<file path="src/rtl/uart_tx_pkg.sv">
package uart_tx_pkg;

  typedef enum logic [2:0] {
    ST_IDLE,
    ST_START,
    ST_DATA,
    ST_PAR,
    ST_STOP,
    ST_BRK,
    ST_RECOV
  } tx_state_e;

  localparam logic [1:0] PAR_ODD   = 2'b00;
  localparam logic [1:0] PAR_EVEN  = 2'b01;
  localparam logic [1:0] PAR_ONE   = 2'b10;
  localparam logic [1:0] PAR_ZERO  = 2'b11;

  localparam logic [1:0] LEN_SHORT = 2'b00;
  localparam logic [1:0] LEN_MID   = 2'b01;

  localparam logic [1:0] MODE_NORMAL = 2'b00;

endpackage

</file>
<file path="src/rtl/uart_tx_parity.sv">
module uart_tx_parity
  import uart_tx_pkg::*;
#(
  parameter int DATA_W = 9,
  parameter int CNT_W  = $clog2(DATA_W + 1)
) (
  input  logic [DATA_W-1:0] word,
  input  logic [1:0]        len_sel,
  input  logic              par_en,
  input  logic [1:0]        par_sel,
  input  logic [1:0]        mode,
  output logic [CNT_W-1:0]  nbits,
  output logic              par_on,
  output logic              par_bit
);

  logic [DATA_W-1:0] masked;
  logic              ones_odd;

  always_comb begin
    case (len_sel)
      LEN_SHORT: nbits = CNT_W'(DATA_W - 2);
      LEN_MID:   nbits = CNT_W'(DATA_W - 1);
      default:   nbits = CNT_W'(DATA_W);
    endcase
  end

  for (genvar i = 0; i < DATA_W; i++) begin : g_mask
    assign masked[i] = word[i] & (CNT_W'(i) < nbits);
  end

  assign ones_odd = ^masked;

  // parity only on short/mid frames in normal operation
  assign par_on = par_en && (mode == MODE_NORMAL) && (nbits != CNT_W'(DATA_W));

  always_comb begin
    case (par_sel)
      PAR_ODD:  par_bit = ~ones_odd;
      PAR_EVEN: par_bit = ones_odd;
      PAR_ONE:  par_bit = 1'b1;
      default:  par_bit = 1'b0;
    endcase
  end

endmodule

</file>
<file path="src/rtl/uart_tx_holdbuf.sv">
module uart_tx_holdbuf #(
  parameter int DATA_W = 9
) (
  input  logic              clk,
  input  logic              rst_n,
  input  logic              wr_en,
  input  logic [DATA_W-1:0] wr_data,
  input  logic              take,
  output logic [DATA_W-1:0] word,
  output logic              full
);

  logic [DATA_W-1:0] word_q, word_n;
  logic              full_q, full_n;
  logic              accept;

  assign accept = wr_en && !full_q;

  always_comb begin
    word_n = word_q;
    full_n = full_q;
    if (take)   full_n = 1'b0;
    if (accept) begin
      word_n = wr_data;
      full_n = 1'b1;
    end
  end

  always_ff @(posedge clk or negedge rst_n) begin
    if (!rst_n) begin
      word_q <= '0;
      full_q <= 1'b0;
    end else begin
      if (accept) word_q <= word_n;
      full_q <= full_n;
    end
  end

  assign word = word_q;
  assign full = full_q;

endmodule

</file>
<file path="src/rtl/uart_tx_shifter.sv">
module uart_tx_shifter
  import uart_tx_pkg::*;
#(
  parameter int DATA_W = 9,
  parameter int CNT_W  = $clog2(DATA_W + 1)
) (
  input  logic              clk,
  input  logic              rst_n,
  input  logic              bit_tick,
  input  logic              brk,
  input  logic              full,
  input  logic [DATA_W-1:0] word,
  input  logic [CNT_W-1:0]  nbits,
  input  logic              par_on,
  input  logic              par_bit,
  output logic              take,
  output logic              txd
);

  tx_state_e         state_q, state_n;
  logic [DATA_W-1:0] sh_q, sh_n;
  logic [CNT_W-1:0]  cnt_q, cnt_n;
  logic [CNT_W-1:0]  nb_q, nb_n;
  logic              pon_q, pon_n;
  logic              pb_q, pb_n;
  logic              txd_q, txd_n;

  always_comb begin
    state_n = state_q;
    sh_n    = sh_q;
    cnt_n   = cnt_q;
    nb_n    = nb_q;
    pon_n   = pon_q;
    pb_n    = pb_q;
    txd_n   = txd_q;
    take    = 1'b0;
    if (brk) begin
      state_n = ST_BRK;
      txd_n   = 1'b0;
    end else begin
      case (state_q)
        ST_IDLE, ST_STOP: begin
          if (bit_tick) begin
            if (full) begin
              take    = 1'b1;
              sh_n    = word;
              nb_n    = nbits;
              pon_n   = par_on;
              pb_n    = par_bit;
              txd_n   = 1'b0;
              state_n = ST_START;
            end else begin
              txd_n   = 1'b1;
              state_n = ST_IDLE;
            end
          end
        end
        ST_START: begin
          if (bit_tick) begin
            txd_n   = sh_q[0];
            sh_n    = sh_q >> 1;
            cnt_n   = nb_q - 1'b1;
            state_n = ST_DATA;
          end
        end
        ST_DATA: begin
          if (bit_tick) begin
            if (cnt_q == '0) begin
              txd_n   = pon_q ? pb_q : 1'b1;
              state_n = pon_q ? ST_PAR : ST_STOP;
            end else begin
              txd_n = sh_q[0];
              sh_n  = sh_q >> 1;
              cnt_n = cnt_q - 1'b1;
            end
          end
        end
        ST_PAR: begin
          if (bit_tick) begin
            txd_n   = 1'b1;
            state_n = ST_STOP;
          end
        end
        ST_BRK: begin
          txd_n   = 1'b1;
          state_n = ST_RECOV;
        end
        ST_RECOV: begin
          if (bit_tick) state_n = ST_IDLE;
        end
        default: begin
          txd_n   = 1'b1;
          state_n = ST_IDLE;
        end
      endcase
    end
  end

  always_ff @(posedge clk or negedge rst_n) begin
    if (!rst_n) begin
      state_q <= ST_IDLE;
      sh_q    <= '0;
      cnt_q   <= '0;
      nb_q    <= '0;
      pon_q   <= 1'b0;
      pb_q    <= 1'b0;
      txd_q   <= 1'b1;
    end else begin
      state_q <= state_n;
      sh_q    <= sh_n;
      cnt_q   <= cnt_n;
      txd_q   <= txd_n;
      if (take) begin
        nb_q  <= nb_n;
        pon_q <= pon_n;
        pb_q  <= pb_n;
      end
    end
  end

  assign txd = txd_q;

endmodule

</file>
<file path="src/rtl/uart_tx_brk.sv">
module uart_tx_brk #(
  parameter int DATA_W = 9
) (
  input  logic              clk,
  input  logic              rst_n,
  input  logic              bit_tick,
  input  logic              wr_en,
  input  logic [DATA_W-1:0] wr_data,
  input  logic [1:0]        len_sel,
  input  logic              par_en,
  input  logic [1:0]        par_sel,
  input  logic [1:0]        mode,
  input  logic              brk,
  output logic              txd,
  output logic              buf_empty
);

  localparam int CNT_W = $clog2(DATA_W + 1);

  logic [DATA_W-1:0] held;
  logic              full;
  logic              take;
  logic [CNT_W-1:0]  nbits;
  logic              par_on;
  logic              par_bit;

  uart_tx_holdbuf #(.DATA_W(DATA_W)) u_buf (
    .clk     (clk),
    .rst_n   (rst_n),
    .wr_en   (wr_en),
    .wr_data (wr_data),
    .take    (take),
    .word    (held),
    .full    (full)
  );

  uart_tx_parity #(.DATA_W(DATA_W), .CNT_W(CNT_W)) u_par (
    .word    (held),
    .len_sel (len_sel),
    .par_en  (par_en),
    .par_sel (par_sel),
    .mode    (mode),
    .nbits   (nbits),
    .par_on  (par_on),
    .par_bit (par_bit)
  );

  uart_tx_shifter #(.DATA_W(DATA_W), .CNT_W(CNT_W)) u_shf (
    .clk      (clk),
    .rst_n    (rst_n),
    .bit_tick (bit_tick),
    .brk      (brk),
    .full     (full),
    .word     (held),
    .nbits    (nbits),
    .par_on   (par_on),
    .par_bit  (par_bit),
    .take     (take),
    .txd      (txd)
  );

  assign buf_empty = !full;

endmodule

</file>
<file path="config.mk">
export PLATFORM = sky130hd
export DESIGN_NAME = uart_tx_brk
export DESIGN_NICKNAME = d
export VERILOG_FILES = /design/src/rtl/uart_tx_pkg.sv /design/src/rtl/uart_tx_parity.sv /design/src/rtl/uart_tx_holdbuf.sv /design/src/rtl/uart_tx_shifter.sv /design/src/rtl/uart_tx_brk.sv
export SDC_FILE = /design/constraint.sdc
export NUM_CORES = 1
export LEC_CHECK = 0
export BUFFER_PORTS_ARGS = -buffer_cell sky130_fd_sc_hd__buf_2
export CAP_MARGIN = 0
export CELL_PAD_IN_SITES_DETAIL_PLACEMENT = 1
export CELL_PAD_IN_SITES_GLOBAL_PLACEMENT = 1
export CORE_MARGIN = 5
export CORE_UTILIZATION = 46
export DETAILED_ROUTE_END_ITERATION = 6
export PLACE_DENSITY_LB_ADDON = 0.1
export SLEW_MARGIN = 20
export SYNTH_ARGS = -nofsm -noshare
export SYNTH_HDL_FRONTEND = slang
export SYNTH_SLANG_ARGS = --single-unit
</file>
<file path="constraint.sdc">
create_clock -name clk -period 5 [get_ports clk]
set_input_delay 0.25 -clock clk [delete_from_list [all_inputs] [get_ports clk]]
set_output_delay 0.25 -clock clk [all_outputs]
set_load 0.01 [all_outputs]
</file>
Word-level counts from Yosys, hierarchy flattened. Index checks and enable logic that the tools add are counted.

Add/sub/neg operators: 2. Order comparisons: 9. Equal/unequal tests: 22. Muxes and demuxes: 37. Bitwise gates (word level): 11. Reductions and logical operators: 19.

Operators with widths (number): 9-bit two-way mux (5); 9-bit one-hot mux with 3 select lines (1); 3-bit two-way mux (8); 3-bit one-hot mux with 6 select lines (1); 3-bit by 4-bit less-than comparator with 1-bit output (first input constant) (4); 4-bit one-hot mux with 2 select lines (2); 1-bit two-way mux (15); 3-bit != test (second input constant) (5); 5-bit AND reduction (3); 4-bit two-way mux (3); 2-bit != test (second input constant) (6); 1-bit bitwise AND (9); 3-bit == test (second input constant) (3); 9-bit parity (1); 1-bit by 4-bit less-than comparator with 1-bit output (first input constant) (2); 2-bit by 4-bit less-than comparator with 1-bit output (first input constant) (2); 4-bit by 1-bit subtractor with 4-bit output (second input constant) (2); 7-bit AND reduction (1); 3-bit by 2-bit == test with 1-bit output (second input constant) (2); 2-bit zero test (3); 6-bit AND reduction (1); 1-bit one-hot mux with 5 select lines (1); 2-bit by 1-bit == test with 1-bit output (second input constant) (2); 4-bit zero test (1); other kinds (13) (17).

Bits in registers: 33. Bits of input ports: 21. Output and inout port bits: 2. Word-level logic and storage cells: 109.

Longest topological paths before layout.
Depth in word-level cells: 7. Mapped depth: 8. Gate-level depth less buffers: 7.

Modules after synthesis. From an unflattened synthesis, not the netlist that was laid out.

Cell total of the unflattened synthesis: 161. Area, all modules: 1913.1 sq um.

By module, submodules not included: uart_tx_shifter (times used 1, cells each 118, area an instance 1341.3 sq um, seq. area each 576.8 sq um); uart_tx_holdbuf (times used 1, cells each 23, area an instance 414.1 sq um, seq. area each 250.2 sq um); uart_tx_parity (times used 1, cells each 19, area an instance 153.9 sq um, seq. area each 0.0 sq um); uart_tx_brk (times used 1, cells each 1, area an instance 3.8 sq um, seq. area each 0.0 sq um).

Least setup slack after synthesis. No wires, ideal clock.

Path type: in2reg. From: input len_sel[1]. To: register u_shf.pb_q. Arrival: 1769 ps. Data required time: 4908 ps. Slack: 3139 ps. Stages on the path: 7. Path buffers: 0. Path through: or2_2 -> ha_1 -> nor2b_1 -> xnor2_1 -> xnor3_1 -> o21a_1 -> o31ai_2.

Cells in the longest elaborated chain, start to end: 7.

Ends and longest elaborated chain: from (decl) (line uart_tx_brk.sv:9) `input logic [1:0] len_sel,`; 2-bit by 1-bit == test with 1-bit output or 2-bit zero test (tied branches) (line uart_tx_parity.sv:21) `case (len_sel)`; 4-bit one-hot mux with 2 select lines * (line uart_tx_parity.sv:21); 1-bit by 4-bit less-than comparator with 1-bit output, or another cell as far along (line uart_tx_parity.sv:29) `assign masked[i] = word[i] & (CNT_W'(i) < nbits);`; 1-bit bitwise AND (line uart_tx_parity.sv:29); 9-bit parity * (line uart_tx_parity.sv:32) `assign ones_odd = ^masked;`; 1-bit NOT (line uart_tx_parity.sv:39) `PAR_ODD: par_bit = ~ones_odd;`; 1-bit one-hot mux with 3 select lines * (line uart_tx_parity.sv:38) `case (par_sel)`; to (signal assigned) (line uart_tx_shifter.sv:116) `pb_q <= pb_n;`; to (decl) (line uart_tx_shifter.sv:25) `logic pb_q, pb_n;`.

Mark *: on every way between the ends. The rest lies on a longest branch, timed or not. A chain may end at the register's enable or synchronous reset.

Final worst setup path.
From: register u_shf.state_q[1]. To: register u_shf.sh_q[8].

Cells in the longest elaborated chain, start to end: 4.

Ends and longest elaborated chain: from (decl) (line uart_tx_shifter.sv:20) `tx_state_e state_q, state_n;`; from (signal assigned) (line uart_tx_shifter.sv:109) `state_q <= state_n;`; 3-bit == test or 3-bit zero test (tied branches) (line uart_tx_shifter.sv:41) `case (state_q)`; 2-bit OR reduction (line uart_tx_shifter.sv:41); 2-bit != test (no line) or 3-bit nonzero test (tied branches); 7-bit AND reduction (no line); to (signal assigned) (line uart_tx_shifter.sv:110) `sh_q <= sh_n;`; to (decl) (line uart_tx_shifter.sv:21) `logic [DATA_W-1:0] sh_q, sh_n;`.

Parallel ways exist; a longest one is shown, timed or not.

==> insert_results.sql <==
INSERT INTO impl_metrics (metric_group, metric, value, unit) VALUES
('yosys', 'synth_largest_type_area_fraction', '44.8', '%'),
('grt', 'global_route.overflow_total', '0', ''),
('yosys', 'netlist-cell-type-count', '45', ''),
('timing', 'transition_time_at_the_pin_with_the_least_slew_margin', '0.797', 'ns'),
('clock_tree', 'post_cts_resized', '0', ''),
('die', 'die_height', '71.3', 'um'),
('yosys', 'synth-edff-count', '0', ''),
('critical_path', 'worst_ep_required_time', '5.17', 'ns'),
('cells_and_area', 'area_growth', '12.7', '%'),
('yosys', 'postSynthNetCount', '183', ''),
('cells_and_area', 'finish.net_count', '205', ''),
('placed_design', 'hpwl', '2810', 'um'),
('power', 'vdd_ir_drop_max', '0.277', 'mV'),
('timing', 'hold_viol_final', '0', ''),
('placed_design', 'gp_routability_congestion', '0.808', ''),
('routing', 'final_routed_wire_length_divided_by_cell_count', '16.0', 'um'),
('routing', 'detailedRoute.firstPassIterationCount', '4', ''),
('timing', 'count_of_final_setup_violators', '0', ''),
('clock_tree', 'clk_path_buf_depth', '2', ''),
('yosys', 'synth_warnings', '0', ''),
('grt', 'wire_length_of_the_first_global_routing_pass', '6400', 'um'),
('placed_design', 'portBuffers', '22', ''),
('power', 'static_leakage_power', '0.866', 'nW'),
('grt', 'grt_antenna_before_repair', '0', ''),
('grt', 'grt_util_overall', '15.8', '%'),
('power', 'power_per_cell_area', '516', 'nW/um2'),
('critical_path', 'timing.reg2reg.worst_path_depth', '5', ''),
('power', 'clock_power_share', '20.3', '%'),
('yosys', 'yosysSeqAreaShare', '46.3', '%'),
('clock_tree', 'clock-sinks', '32', ''),
('cells_and_area', 'stdcell_area', '1950', 'um2'),
('timing', 'max_clock_freq', '484', 'MHz'),
('placed_design', 'placedInstanceArea', '1860', 'um2'),
('critical_path', 'worst_path_largest_cell_delay', '0.52', 'ns'),
('die', 'die_area', '5090', 'um2'),
('timing', 'finalCriticalPeriod', '2.07', 'ns'),
('yosys', 'ys_top_cells_by_count', '31 x sky130_fd_sc_hd__dfrtp_1, 16 x sky130_fd_sc_hd__nand2_1, 14 x sky130_fd_sc_hd__o21ai_0', ''),
('routing', 'drt-initial-drc-count', '78', ''),
('yosys', 'post-synth-top-area-cell', 'sky130_fd_sc_hd__dfrtp_1', ''),
('timing', 'final.hold.worst_slack', '0.0244', 'ns'),
('die', 'fp.dieW', '71.3', 'um'),
('cells_and_area', 'antenna-diode-count', '0', ''),
('cells_and_area', 'finalNonFillerCells', '231', ''),
('power', 'switching_power', '0.000344', 'W'),
('die', 'design.portCount', '23', ''),
('power', 'internal-power', '0.000662', 'W'),
('critical_path', 'crit_fanout', '17', ''),
('yosys', 'synth_top_family_by_area', 'compound AO/OA/AOI/OAI gates', ''),
('yosys', 'yosys-mux-area-fraction', '14.3', '%'),
('timing', 'fin_crit_sh', '41.3', '%'),
('critical_path', 'timing.critical_path.cells', 'nor3b_1, buf_4, a211oi_1, nand2_1, a32o_1', ''),
('grt', 'first_global_vias', '1380', ''),
('yosys', 'yosys.area_share.simple', '13.4', '%'),
('clock_tree', 'cts_htree_levels', '2', ''),
('status', 'run_status', 'finished, final reports clean', ''),
('cells_and_area', 'post_route_cells_drive_above_1_share', '26.2', '%'),
('clock_tree', 'clkSlewWorstSetupHoldPaths', '0.07', 'ns'),
('yosys', 'yosys.area_share.xor_xnor', '5.35', '%'),
('grt', 'grt_max_degree', '33', ''),
('timing', 'timing.clock.skew', '0.00857', 'ns'),
('yosys', 'synth_fa_ha_area_share', '1.45', '%'),
('clock_tree', 'cts_root_buf', 'sky130_fd_sc_hd__clkbuf_8', ''),
('die', 'placeableCoreArea', '3660', 'um2'),
('timing', 'timing_max_transition_violations_final', '0', ''),
('timing', 'maxSlewHeadroom', '46.7', '%'),
('power', 'power.switching_fraction', '34.2', '%'),
('routing', 'route.antenna.remaining_nets', '0', ''),
('routing', 'vias_per_cell', '5.50', ''),
('clock_tree', 'cts_hold_repair.buffers', '0', ''),
('routing', 'detail_route.wirelength', '3690', 'um'),
('die', 'initial_utilization', '47.3', '%');
## worst paths after layout
kind / slack (ns) / to / startpoint
max in group asynchronous: 4.50 / u_shf.sh_q[4] / rst_n
max reg2reg: 2.93 / u_shf.sh_q[8] / u_shf.state_q[1]
min in group clk: 0.20 / u_buf.word[6] / wr_data[6]
max: 2.93 / u_shf.sh_q[8] / u_shf.state_q[1]
min: 0.02 / u_shf.cnt_q[1] / rst_n
min reg2reg: 0.48 / u_shf.sh_q[1] / u_shf.sh_q[1]
## power by group through the flow
stage / Combinational [W] / Clock (W) / Sequential [W]
6_report: 0.000346 / 0.000204 / 0.000456
3_5_place_dp: 0.000354 / 0 / 0.000461
4_1_cts: 0.000354 / 0.000212 / 0.000456
5_1_grt: 0.000387 / 0.000225 / 0.000470
3_3_place_gp: 0.000327 / 0 / 0.000452
2_1_floorplan: 0.000294 / 0 / 0.000425
## critical path: cells and delay by family, from the launching register on
family / cells / cell delay, ns
AOI/OAI and AO/OA: 2 / 0.65
and+or+nand+nor: 2 / 0.59
DFF: 1 / 0.52
buffers and inverters: 1 / 0.19
## cells in the final DEF, fill, tap and decap left out, types with 5 or more instances in the layout
master                     instances
sky130_fd_sc_hd__buf_2            22
sky130_fd_sc_hd__xnor2_1           6
sky130_fd_sc_hd__dfrtp_1          31
sky130_fd_sc_hd__nor2_1            5
sky130_fd_sc_hd__inv_1             5
sky130_fd_sc_hd__nand2_1          16
sky130_fd_sc_hd__mux2_2           10
sky130_fd_sc_hd__mux2i_1          12
sky130_fd_sc_hd__clkbuf_8          6
sky130_fd_sc_hd__o21ai_0          14
sky130_fd_sc_hd__a21oi_1           7
## stage by stage
step           setup WS [ns]  power (W)
3_3_place_gp            2.99   0.000779
3_5_place_dp            2.89   0.000815
6_report                2.93    0.00101
5_1_grt                 2.71    0.00108
4_1_cts                 2.93    0.00102
2_1_floorplan           3.14   0.000718
## kinds of logic (layout without fill, tap and decap cells)
logic type / Yosys count / after routing
xor gates and xnor gates: 9 / 9
adders and majority gates: 2 / 2
AOI/OAI and AO/OA: 41 / 41
and+or+nand+nor: 40 / 40
DFF: 32 / 32
buffers and inverters: 13 / 36
muxes: 23 / 23
## per-layer routing
layer	share of wire [%]	wire length (um)	GRT usage (%)	vias to the layer above
li1	-	-	-	612
met1	41	1510	18.0	633
met2	55	2030	29.6	18
met3	2.6	96	2.95	7
met4	1.4	51	5.01	0
met5	0	0	0	-
## state kept, by name, summed over array words and instances (netlist names)
| register | flops |
|---|---|
| u_buf.full | 1 |
| u_shf.pon_q | 1 |
| u_shf.nb_q | 3 |
| u_shf.pb_q | 1 |
| u_buf.word | 9 |
| u_shf.state_q | 3 |
| u_shf.sh_q | 9 |
| u_shf.cnt_q | 4 |
| u_shf.txd | 1 |
## layout make-up
type                            instances  area, um2
Clock buffer                            8       90.1
Fill cell                             410       1710
Inverter                                5       18.8
Multi-Input combinational cell        115        861
Sequential cell                        32        802
Tap cell                               48       60.1
Timing Repair Buffer                   23        118
Note: power is estimated with default switching activity, not from simulation.
